--- src/rtl/i2c_byte_master.sv ---
module i2c_byte_master #(
  parameter int DIV_LO = 16,
  parameter int DIV_HI = 512
) (
  input  logic       clk,
  input  logic       rst_n,
  input  logic       wr_en,
  input  logic [4:0] addr,
  input  logic [7:0] wdata,
  output logic [7:0] rdata,
  output logic       irq,
  output logic       scl_oe,
  input  logic       scl_in,
  output logic       sda_oe,
  input  logic       sda_in
);
  localparam int CW = $clog2(DIV_HI * 16) + 1;
  localparam logic [2:0] S_IDLE = 3'd0, S_STA = 3'd1, S_BIT = 3'd2, S_HOLD = 3'd3, S_STP = 3'd4;

  logic       ackgen, src, ie, pend, busy, txen, arb, lastack, hi, addr_ph;
  logic [3:0] pre, bitcnt;
  logic [1:0] mode, ph;
  logic [7:0] oadr, shr;
  logic [2:0] lc, st, dly, sda_h, scl_h;
  logic [1:0] sda_s, scl_s;
  logic [CW-1:0] cnt, half;
  logic       sda_int, scl_int, sda_f, scl_f, active, en, tick, tx;

  function automatic logic maj(input logic [2:0] v);
    return (v[0] & v[1]) | (v[1] & v[2]) | (v[0] & v[2]);
  endfunction

  wire wr_ctl = wr_en && addr == 5'h00;
  wire wr_st  = wr_en && addr == 5'h04;
  wire wr_oa  = wr_en && addr == 5'h08;
  wire wr_ds  = wr_en && addr == 5'h0C;
  wire wr_lc  = wr_en && addr == 5'h10;

  assign sda_f  = lc[2] ? maj(sda_h) : sda_s[1];
  assign scl_f  = lc[2] ? maj(scl_h) : scl_s[1];
  assign tx     = mode[0] | addr_ph;
  assign half   = (src ? CW'(DIV_HI) : CW'(DIV_LO)) * (CW'(pre) + CW'(1));
  assign active = (st == S_STA) || (st == S_BIT) || (st == S_STP);
  assign en     = scl_int | scl_f;
  assign tick   = active && en && (cnt == half - CW'(1));
  assign irq    = pend & ie;
  assign scl_oe = scl_int;
  assign sda_oe = (lc[1:0] == 2'd0) ? sda_int : (lc[1:0] == 2'd1) ? dly[0] :
                  (lc[1:0] == 2'd2) ? dly[1] : dly[2];

  always_comb begin
    scl_int = 1'b0;
    sda_int = 1'b0;
    case (st)
      S_STA:  begin scl_int = (ph == 2'd0) || (ph == 2'd3); sda_int = ph[1]; end
      S_BIT:  begin
        scl_int = !hi;
        sda_int = (bitcnt == 4'd8) ? (!tx && ackgen) : (tx && !shr[7]);
      end
      S_HOLD: scl_int = 1'b1;
      S_STP:  begin scl_int = (ph == 2'd0); sda_int = (ph != 2'd2); end
      default: ;
    endcase
  end

  always_comb begin
    case (addr)
      5'h00:   rdata = {ackgen, src, ie, pend, pre};
      5'h04:   rdata = {mode, busy, txen, arb, 2'b00, lastack};
      5'h08:   rdata = oadr;
      5'h0C:   rdata = shr;
      5'h10:   rdata = {5'b0, lc};
      default: rdata = 8'h00;
    endcase
  end

  always_ff @(posedge clk or negedge rst_n)
    if (!rst_n) begin
      sda_s <= '1; scl_s <= '1; sda_h <= '1; scl_h <= '1; dly <= '0; cnt <= '0;
    end else begin
      sda_s <= {sda_s[0], sda_in};
      scl_s <= {scl_s[0], scl_in};
      sda_h <= {sda_h[1:0], sda_s[1]};
      scl_h <= {scl_h[1:0], scl_s[1]};
      dly   <= {dly[1:0], sda_int};
      if (!active || tick) cnt <= '0;
      else if (en)         cnt <= cnt + CW'(1);
    end

  always_ff @(posedge clk or negedge rst_n)
    if (!rst_n) begin
      ackgen <= 0; src <= 0; ie <= 0; pend <= 0; pre <= '0; mode <= '0;
      busy <= 0; txen <= 0; arb <= 0; lastack <= 0; oadr <= '0; shr <= '0;
      lc <= '0; st <= S_IDLE; ph <= '0; bitcnt <= '0; hi <= 0; addr_ph <= 0;
    end else begin
      if (wr_ctl) begin
        ackgen <= wdata[7]; src <= wdata[6]; ie <= wdata[5]; pre <= wdata[3:0];
        if (!wdata[4]) begin
          pend <= 1'b0;
          if (st == S_HOLD) begin st <= S_BIT; bitcnt <= '0; hi <= 1'b0; end
        end
      end
      if (wr_st) begin
        mode <= wdata[7:6];
        txen <= wdata[4];
        if (wdata[7] && wdata[5] && wdata[4] && (st == S_IDLE || st == S_HOLD)) begin
          st <= S_STA; ph <= (st == S_IDLE) ? 2'd1 : 2'd0;
          busy <= 1'b1; arb <= 1'b0; addr_ph <= 1'b1; pend <= 1'b0;
        end else if (wdata[7] && !wdata[5] && st == S_HOLD) begin
          st <= S_STP; ph <= 2'd0; pend <= 1'b0;
        end
      end
      if (wr_oa) oadr <= wdata;
      if (wr_ds) shr <= wdata;
      if (wr_lc) lc <= wdata[2:0];
      if (tick)
        case (st)
          S_STA:
            if (ph == 2'd3) begin st <= S_BIT; bitcnt <= '0; hi <= 1'b0; end
            else ph <= ph + 2'd1;
          S_BIT:
            if (!hi) hi <= 1'b1;
            else begin
              hi <= 1'b0;
              if (bitcnt == 4'd8) begin
                lastack <= sda_f; st <= S_HOLD; pend <= 1'b1; addr_ph <= 1'b0;
              end else begin
                shr <= {shr[6:0], sda_f};
                if (tx && shr[7] && !sda_f) arb <= 1'b1;
                bitcnt <= bitcnt + 4'd1;
              end
            end
          S_STP:
            if (ph == 2'd2) begin st <= S_IDLE; busy <= 1'b0; end
            else ph <= ph + 2'd1;
          default: ;
        endcase
    end
endmodule

--- config.mk ---
export PLATFORM = sky130hd
export DESIGN_NAME = i2c_byte_master
export DESIGN_NICKNAME = d
export VERILOG_FILES = /design/src/rtl/i2c_byte_master.sv
export SDC_FILE = /design/constraint.sdc
export NUM_CORES = 1
export LEC_CHECK = 0
export BUFFER_PORTS_ARGS = -buffer_cell sky130_fd_sc_hd__buf_4
export CORE_ASPECT_RATIO = 1.2
export CORE_MARGIN = 1.5
export CORE_UTILIZATION = 30
export CTS_BUF_LIST = sky130_fd_sc_hd__clkbuf_8 sky130_fd_sc_hd__clkbuf_16
export CTS_CLUSTER_DIAMETER = 150
export DETAILED_ROUTE_END_ITERATION = 7
export SLEW_MARGIN = 30
export SYNTH_ARGS = -nofsm -noshare
export SYNTH_HDL_FRONTEND = slang
export SYNTH_SLANG_ARGS = --single-unit
--- constraint.sdc ---
create_clock -name clk -period 3.6 [get_ports clk]
set_clock_uncertainty 0.05 [all_clocks]
set_input_delay 0.36 -clock clk [delete_from_list [all_inputs] [get_ports clk]]
set_output_delay 0.36 -clock clk [all_outputs]
set_load 0.05 [all_outputs]
# ---- Word level (Yosys, flattened, before mapping)
# Cells that the tools add are included.
dict set report totals {
  register_bits 71
  in_bits 18
  output_inout_bits 11
  word_cells 170
}
dict set report classes {
  add_sub_neg 5
  n_mul 1
  eq_ne 15
  muxes 79
  bitwise_logic 13
  n_reduce_logical 33
}
# op count
set op_table {}
lappend op_table {{$mux 1} 40}
lappend op_table {{$mux 8} 5}
lappend op_table {{$pmux 8 s5} 1}
lappend op_table {{$mux 3} 11}
lappend op_table {{$mux 14} 2}
lappend op_table {{$mux 4} 7}
lappend op_table {{$logic_and 1x1->1} 16}
lappend op_table {{$add 14x1->14 const B} 1}
lappend op_table {{$eq 14x14->1} 1}
lappend op_table {{$mul 10x5->14} 1}
lappend op_table {{$sub 14x1->14 const B} 1}
lappend op_table {{$mux 2} 6}
lappend op_table {{$eq 5x4->1 const B} 2}
lappend op_table {{$mux 10} 1}
lappend op_table {{$pmux 3 s3} 1}
lappend op_table {{$pmux 4 s2} 1}
lappend op_table {{$and 1x1->1} 7}
lappend op_table {{$eq 2x2->1 const B} 3}
lappend op_table {{$eq 3x2->1 const B} 2}
lappend op_table {{$logic_not 1->1} 6}
lappend op_table {{$or 1x1->1} 6}
lappend op_table {{$add 4x1->5 const B} 1}
lappend op_table {{$eq 5x3->1 const B} 1}
lappend op_table {{$eq 5x5->1 const B} 1}
lappend op_table {{other kinds (17)} 22}

# ---- Depth between registers and ports, before layout
# Gate-level depths: netlist of run 1.
dict set report depth {
  word_depth 11
  depth_mapped 17
  mapped_depth_nobuf 14
}

# ---- Worst setup path after synthesis of run 1
# OpenSTA, ideal clock, no wires.
dict set report synth_path {
  kind {flip-flop to flip-flop}
  from {reg pre[0]}
  to {reg cnt[10]}
  setup_time_ns 0.119
  arrival_time_ns 3.391
  t_required_ns 3.431
  path_slack_ns 0.040
  path_stages_with_launch 16
  n_path_buf 2
  synth_period_minus_slack_ns 3.560
  path_cell_list {dfrtp_1 -> and3_1 -> xnor2_1 -> or2_2 -> ha_1 -> inv_1 -> fa_1 -> xor2_1 -> nand4_1 -> nor4_1 -> o2111a_1 -> nor4b_4 -> or2_1 -> buf_6 -> buf_12 -> nor2_1}
}
dict set report synth_between {
  elab_chain_cells 7
  word_cells_on_any_way 8
  cone_classes {add/sub: 2; mul: 1; eq/ne: 1; mux: 1; reduce/logical: 3}
}
# item line_no
set synth_rtl {}
lappend synth_rtl {{start, declared} 21} ;# logic [3:0] pre, bitcnt;
lappend synth_rtl {{start signal, assigned} 97} ;# ackgen <= wdata[7]; src <= wdata[6]; ie <= wdata[5]; pre <= wdata[3:0];
lappend synth_rtl {{$add 4x1->5 (*)} 42} ;# assign half = (src ? CW'(DIV_HI) : CW'(DIV_LO)) * (CW'(pre) + CW'(1));
lappend synth_rtl {{$mul 10x5->14 (*)} 42}
lappend synth_rtl {{$sub 14x1->14 (*)} 45} ;# assign tick = active && en && (cnt == half - CW'(1));
lappend synth_rtl {{$eq 14x14->1 (*)} 45}
lappend synth_rtl {{$logic_and 1x1->1 (*)} 45}
lappend synth_rtl {{$logic_or 1x1->1 (*)} 86} ;# if (!active || tick) cnt <= '0;
lappend synth_rtl {{$mux 14 or $reduce_bool 2->1 (tied branches)} n/a}
lappend synth_rtl {{end signal, assigned} 87} ;# else if (en) cnt <= cnt + CW'(1);
lappend synth_rtl {{end, declared} 26} ;# logic [CW-1:0] cnt, half;
# Every way passes the cells marked *; elsewhere a longest branch is shown, timed or not.
# A chain may end at the register's enable or synchronous reset.

# ---- Worst setup path in the final report of run 1
dict set report layout_path {
  from {reg pre[0]}
  to {reg cnt[11]}
}
# The elaborated chain is that of the path after synthesis.

==> impl_metrics.toml, run 1 <==
[outcome]
status = "complete, but fails checks"
violations = "DRC, hold timing, setup timing"

[detailed_routing]
wl_um = 10300
vias_per_cell = 5.11
detail_route.wl_per_cell_um = 16.1
dr.first_iter.drc_count = 222
final_antenna_net_count = 0
vias = 3270
drc = 2
first_pass_iters = 7

[global_routing]
antenna_found_initial = 0
grt_overflow_total = 0
grt_usage_pct = 13.7
grt_max_degree = 72
grt_pass1_wl_um = 16400
grt_pass1_vias = 3322

[sta]
finalSetupTns_ns = -0.938
finalSetupViolations = 23
worstMarginPinSlew_ns = 0.660
fin_crit_ns = 3.66
timing.slew.headroom_pct = 56.0
slew_violations = 0
rsz0062_at_grt = "yes"
hold_violations = 9
fin_crit_sh_pct = 102
hold_ws_ns = -0.0108
final.setup.worst_slack_ns = -0.0648
max_freq_ghz = 0.273

[setup_path]
crit_top_cell = "ha_4"
cp.required_ns = 3.78
critPathArrivalTime_ns = 3.85
critPathLaunchType = "flip-flop"
worstPathCellList = "ha_2 -> xor2_2 -> nand2_2 -> ha_4 -> ha_4 -> inv_2 -> fa_1 -> xor2_1 -> nand4_1 -> nor4_4 -> o2111a_1 -> nor4b_4 -> or2_4 -> clkbuf_16 -> nor2_2"
critical_path.max_stage_delay_ns = 0.51
cpMaxStageDelayCell = "fa_1"
critPathCaptureType = "flip-flop"
crit_start = "pre[0]$_DFFE_PN0P_"
timing.rr.start = "pre[0]$_DFFE_PN0P_"
r2r_setup_slack_ns = -0.06
worstSetupPathType = "reg -> reg"
crit_fanout = 7

[power_and_ir_drop]
powerDensity_mw_per_mm2 = 555
seqPwrFrac_pct = 34.0
p_clk_share_pct = 28.8
switching_share_pct = 35.7
max-vdd-ir-drop_mv = 0.283
p_leak_uw = 0.00240
power_switching_uw = 1070
p_int_uw = 1930
power_frac_comb_pct = 37.1

[finish]
area_growth_pct = 26.7
final_layout_size_suffix_gt1_share_pct = 36.7
fin_cells = 640
fin_util_pct = 39.0
diodes = 0
fin_nets = 504

[clock_tree]
cts_inserted_buffers = 9
htreeDepth = 3
cts_root_buffer = "clkbuf_16"
cts_num_sinks = 71
clkTransAtPathRegs_ns = 0.06
cts-hold-fix-buffers = 0
cts_tree = "done"
cts_max_path_buffers = 2
clk-insertion-delay-late_ns = 0.34

[yosys]
yosys_warnings = 0
syn_inst = 412
ys_ff_latch = 71
synthAdderAreaFrac_pct = 7.08
syn_avg_cell_area_um2 = 10.4
syn-num-nets = 452
synth_simple_gate_area_share_pct = 17.1
synth-compound-area-share_pct = 10.9
synth_edf_count = 0
synth_xor_area_share_pct = 5.53
ys_types = 64
muxShareOfSynthArea_pct = 13.7
synth_ff_type = "dfrtp_1"
seq_area_frac_synth_pct = 41.9
postSynth.asyncResetShare_pct = 100
synth_top_family_by_area = "simple AND/OR/NAND/NOR gates"
syn_area_mm2 = 0.00427

[placed_design]
io_buffers = 28
numPlacedInstances = 615
dp_hpwl_um = 7140
gp_congestion = 0.804

[worst_hold_path]
hp-class = "in -> async"

[floorplan]
die_area_mm2 = 0.0150
die_y_um = 134
core_mm2 = 0.0139
ios = 29
initial_core_util_pct = 30.8
die_w_um = 112
row_count = 47

[job]
drv_cap = 0
worst max-delay path: cells and delay by family, from the launching register on:
family / cells / cell delay (ns)
simple gates: 6 / 1.15
fa+ha+maj: 4 / 1.15
flops: 1 / 0.40
xor+xnor: 2 / 0.35
compound gates: 1 / 0.26
buf+inv: 2 / 0.20
sequential cells by signal, indices dropped and copies added, names as in the netlist, 3 cells and up:
signal  flops
st          3
dly         3
oadr        8
lc          3
cnt        14
scl_h       3
shr         8
sda_h       3
bitcnt      4
pre         4
power by group through the flow:
stage / Clock [uW] / Sequential, uW / Combinational [uW]
floorplan: 0 / 995 / 664
global placement: 0 / 1030 / 881
detailed placement: 0 / 1040 / 906
CTS: 883 / 1020 / 936
global route: 914 / 1040 / 1220
finish: 865 / 1020 / 1120
synth_stat cells (8+ instances only):
| library cell | n | area (um2) |
|---|---|---|
| mux2i_1 | 17 | 170 |
| inv_1 | 22 | 82.6 |
| and3_1 | 8 | 50.1 |
| dfrtp_1 | 61 | 1530 |
| nand3_1 | 13 | 65.1 |
| xor2_1 | 14 | 123 |
| mux2_2 | 35 | 394 |
| nand2_1 | 27 | 101 |
| nor2_1 | 33 | 124 |
| o21ai_0 | 14 | 70.1 |
| ha_1 | 21 | 263 |
| xnor2_1 | 13 | 114 |
| dfstp_2 | 10 | 263 |
| a21oi_1 | 14 | 70.1 |
cell families (layout without fill, tap and decap cells):
kind of cell,after synthesis,in the layout
adder cells (fa/ha/maj),24,24
flip-flops,71,71
XOR/XNOR,27,27
AO/OA/AOI/OAI,67,67
buffers and inverters,35,91
AND/OR/NAND/NOR,135,136
multiplexers,53,53
timing repair:
action	CTS	global route
pin swaps	2	23
resized for setup	4	51
setup buffers	0	7
endpoints found under the setup margin	31	37
cloned	0	2
area by class of cell:
class	count	area [um2]
multi-input combinational	307	2600
sequential	71	1790
clock inverter	6	51.3
fill	1373	8460
tap	171	214
clock buffer	10	239
inverter	22	82.6
timing repair buffer	53	439
metrics by stage:
step	setup WS [ns]	power (uW)	area [um2]
global route	-0.214	3180	5420
finish	-0.0648	3000	5420
CTS	-0.0304	2840	5070
floorplan	0.0404	1660	4270
detailed placement	-0.172	1940	4760
global placement	-0.0621	1910	4760
layout by cell type (no fill, tap or decap), drive strengths merged, types with 6 or more instances in the layout:
| cell type | n |
|---|---|
| mux2i | 17 |
| buf | 52 |
| xnor2 | 13 |
| dfrtp | 61 |
| nor2 | 37 |
| xor2 | 14 |
| a21oi | 15 |
| clkbuf | 11 |
| dfstp | 10 |
| inv | 24 |
| o21ai | 14 |
| ha | 21 |
| nand2 | 28 |
| nor3 | 7 |
| nand4 | 6 |
| nor2b | 7 |
| nand3 | 15 |
| mux2 | 35 |
| and3 | 8 |
| a22oi | 6 |
final timing paths:
kind | end | cells after the start
min | cnt[10]$_DFFE_PN0P_ | 1
min in group clk | sda_s[0]$_DFF_PN1_ | 1
max reg2reg | cnt[11]$_DFFE_PN0P_ | 15
max in group asynchronous | shr[6]$_DFF_PN0_ | 1
max | cnt[11]$_DFFE_PN0P_ | 15
min reg2reg | scl_s[1]$_DFF_PN1_ | 0
routing by layer:
metal  wire length [um]  vias to the layer above  global-route usage, %
li1                   -                     1572                      -
met1               4460                     1616                   16.3
met2               5350                       61                   24.9
met3                269                       21                   2.59
met4                226                        0                   4.57
met5                  0                        -                      0
Note: power is estimated with default switching activity, not from simulation.
==> run 2, diff against run 1 <==
==> constraint.sdc (replaced) <==
create_clock -name clk -period 3.92 [get_ports clk]
set_clock_uncertainty 0.05 [all_clocks]
set_input_delay 0.392 -clock clk [delete_from_list [all_inputs] [get_ports clk]]
set_output_delay 0.392 -clock clk [all_outputs]
set_load 0.05 [all_outputs]
==> run 2 against run 1 <==
Compared with the run above: the run ends with DRC left; via count shrank 3.3%; critical path depth down 2; design area fell by 7.8%; count of clock-buffer cells in the layout is 1 lower; largest cell class unchanged; critical endpoint is now lastack$_DFFE_PN0P_; first-iteration DRC count decreased by 26%; cell count is 3.3% lower.
==> impl_metrics.toml, run 2 (synthesized netlist as in run 1, its figures left out) <==
[outcome]
status = "complete, but fails checks"
violations = "DRC"

[setup_path]
timing.rr.start = "pre[0]$_DFFE_PN0P_"
worstPathCellList = "and3_1 -> xnor2_1 -> or2_2 -> ha_1 -> inv_1 -> fa_1 -> nor2b_1 -> o2111ai_1 -> a21oi_2 -> o2111ai_2 -> nor4_4 -> nand4_1 -> mux2i_1"
critPathArrivalTime_ns = 3.86
r2r_setup_slack_ns = 0.21
critPathCaptureType = "flip-flop"
cp.required_ns = 4.07
crit_fanout = 7
cpMaxStageDelayCell = "fa_1"
path_buf_inv = 1
worstSetupPathType = "reg -> reg"
path_delay_family = "simple AND/OR/NAND/NOR gates"
critPathLaunchType = "flip-flop"
r2r-end = "lastack$_DFFE_PN0P_"
critical_path.max_stage_delay_ns = 0.47
r2r_cells = 13

[detailed_routing]
vias = 3163
final_antenna_net_count = 0
vias_per_cell = 5.11
wl_um = 9370
drc = 2
first_pass_iters = 7
detail_route.wl_per_cell_um = 15.1
dr.first_iter.drc_count = 164

[placed_design]
dpl_worst_slack_ns = 0.0879
gp_congestion = 0.814
post_dp_cell_area_mm2 = 0.00463
dp_hpwl_um = 6960
io_buffers = 28
numPlacedInstances = 600

[finish]
area_growth_pct = 16.8
fillCellCount = 1422
reg.largest.list = "cnt: 14 flops, oadr: 8 flops, shr: 8 flops"
fin_cells = 619
final_common_cell = "dfrtp_1"
fin_nets = 483
largest_register_ffs = 14
diodes = 0
multiInputGateArea_mm2 = 0.00236
mostFrequentLayoutCells = "dfrtp_1 (60), mux2_2 (35), nor2_1 (32), buf_4 (32), nand2_1 (27)"
largest_register = "cnt"
seqCellArea_mm2 = 0.00179
final_layout_size_suffix_gt1_share_pct = 26.8
stdcell_area_mm2 = 0.00499

[clock_tree]
clkTransAtPathRegs_ns = 0.06
clk-insertion-delay-late_ns = 0.33
cts-hold-fix-buffers = 0
cts_num_sinks = 71
cts_inserted_buffers = 9
cts_root_buffer = "clkbuf_16"
cts_max_path_buffers = 2
cts_tree = "done"
htreeDepth = 3

[global_routing]
grt_pass1_wl_um = 16000
grt_max_degree = 72
grt_pass1_vias = 3182
antenna_found_initial = 0
grt_usage_pct = 13.4
grt_overflow_total = 0

[sta]
fin_crit_sh_pct = 94.6
max_freq_ghz = 0.270
hold_violations = 0
worstMarginPinSlew_ns = 0.645
fin_crit_ns = 3.71
final.setup.worst_slack_ns = 0.210
finalSetupViolations = 0
slew_violations = 0
timing.slew.headroom_pct = 56.8

[power_and_ir_drop]
switching_share_pct = 33.7
power_frac_comb_pct = 30.9
p_clk_share_pct = 31.9
power_switching_uw = 862
seqPwrFrac_pct = 37.2
p_leak_uw = 0.00226
max-vdd-ir-drop_mv = 0.271
p_int_uw = 1690
powerDensity_mw_per_mm2 = 512

[floorplan]
die_y_um = 134
die_w_um = 112
die_area_mm2 = 0.0150
initial_core_util_pct = 30.8
ios = 29
row_count = 47
core_mm2 = 0.0139

[job]
drv_cap = 0

[worst_hold_path]
hp-class = "in -> async"
[run 2: through the flow]
step | hold slack (ns) | setup TNS, ns | total power, uW | utilization (%)
global placement | 0.296 | 0 | 1700 | 33.4
floorplan | 0.0464 | 0 | 1520 | -
global route | 0.0713 | -0.0129 | 2720 | 36.0
detailed placement | 0.297 | 0 | 1720 | 33.4
CTS | 0.104 | 0 | 2540 | 35.5
finish | 0.00308 | 0 | 2550 | 36.0
[run 2: final cells by class]
| class | instances | share of cell area [%] |
|---|---|---|
| Tap cell | 171 | 4.29 |
| Clock inverter | 7 | 1.43 |
| Multi-Input combinational cell | 306 | 47.2 |
| Inverter | 22 | 1.65 |
| Timing Repair Buffer | 33 | 5.04 |
| Clock buffer | 9 | 4.51 |
| Sequential cell | 71 | 35.9 |
[run 2: worst max-delay path by stage]
stage / start / to / depth (start not counted)
after global placement: pre[0]$_DFFE_PN0P_ / ph[1]$_DFF_PN0_ / 13
after detailed placement: pre[0]$_DFFE_PN0P_ / ph[1]$_DFF_PN0_ / 13
after global routing: pre[0]$_DFFE_PN0P_ / hi$_DFF_PN0_ / 15
after floorplan: pre[0]$_DFFE_PN0P_ / cnt[10]$_DFFE_PN0P_ / 15
final: pre[0]$_DFFE_PN0P_ / lastack$_DFFE_PN0P_ / 13
after CTS: pre[0]$_DFFE_PN0P_ / ph[1]$_DFF_PN0_ / 13
[run 2: worst reg2reg max path: stages, from the launching register on]
cell	delay, ns
dfrtp_2	0.44
and3_1	0.21
xnor2_1	0.14
or2_2	0.30
ha_1	0.31
inv_1	0.07
fa_1	0.47
nor2b_1	0.23
o2111ai_1	0.17
a21oi_2	0.23
o2111ai_2	0.23
nor4_4	0.32
nand4_1	0.23
mux2i_1	0.18
[run 2: routing by layer]
layer	vias to the layer above	routed length, um	GRT usage, %
li1	1530	-	-
met1	1559	3970	16.1
met2	61	4940	24.0
met3	13	327	2.73
met4	0	127	4.15
met5	-	0	0
[run 2: power by group through the flow]
stage,logic [uW],clock network [uW],registers [uW]
after global routing,888,868,965
after CTS,766,830,950
after floorplan,610,0,914
after global placement,741,0,955
final,791,815,949
after detailed placement,758,0,962
[run 2: timing repair]
action / CTS / global route
endpoints found under the hold margin: 0 / 0
buffers inserted: 0 / 3
endpoints found under the setup margin: 0 / 36
gates resized for setup: 0 / 8
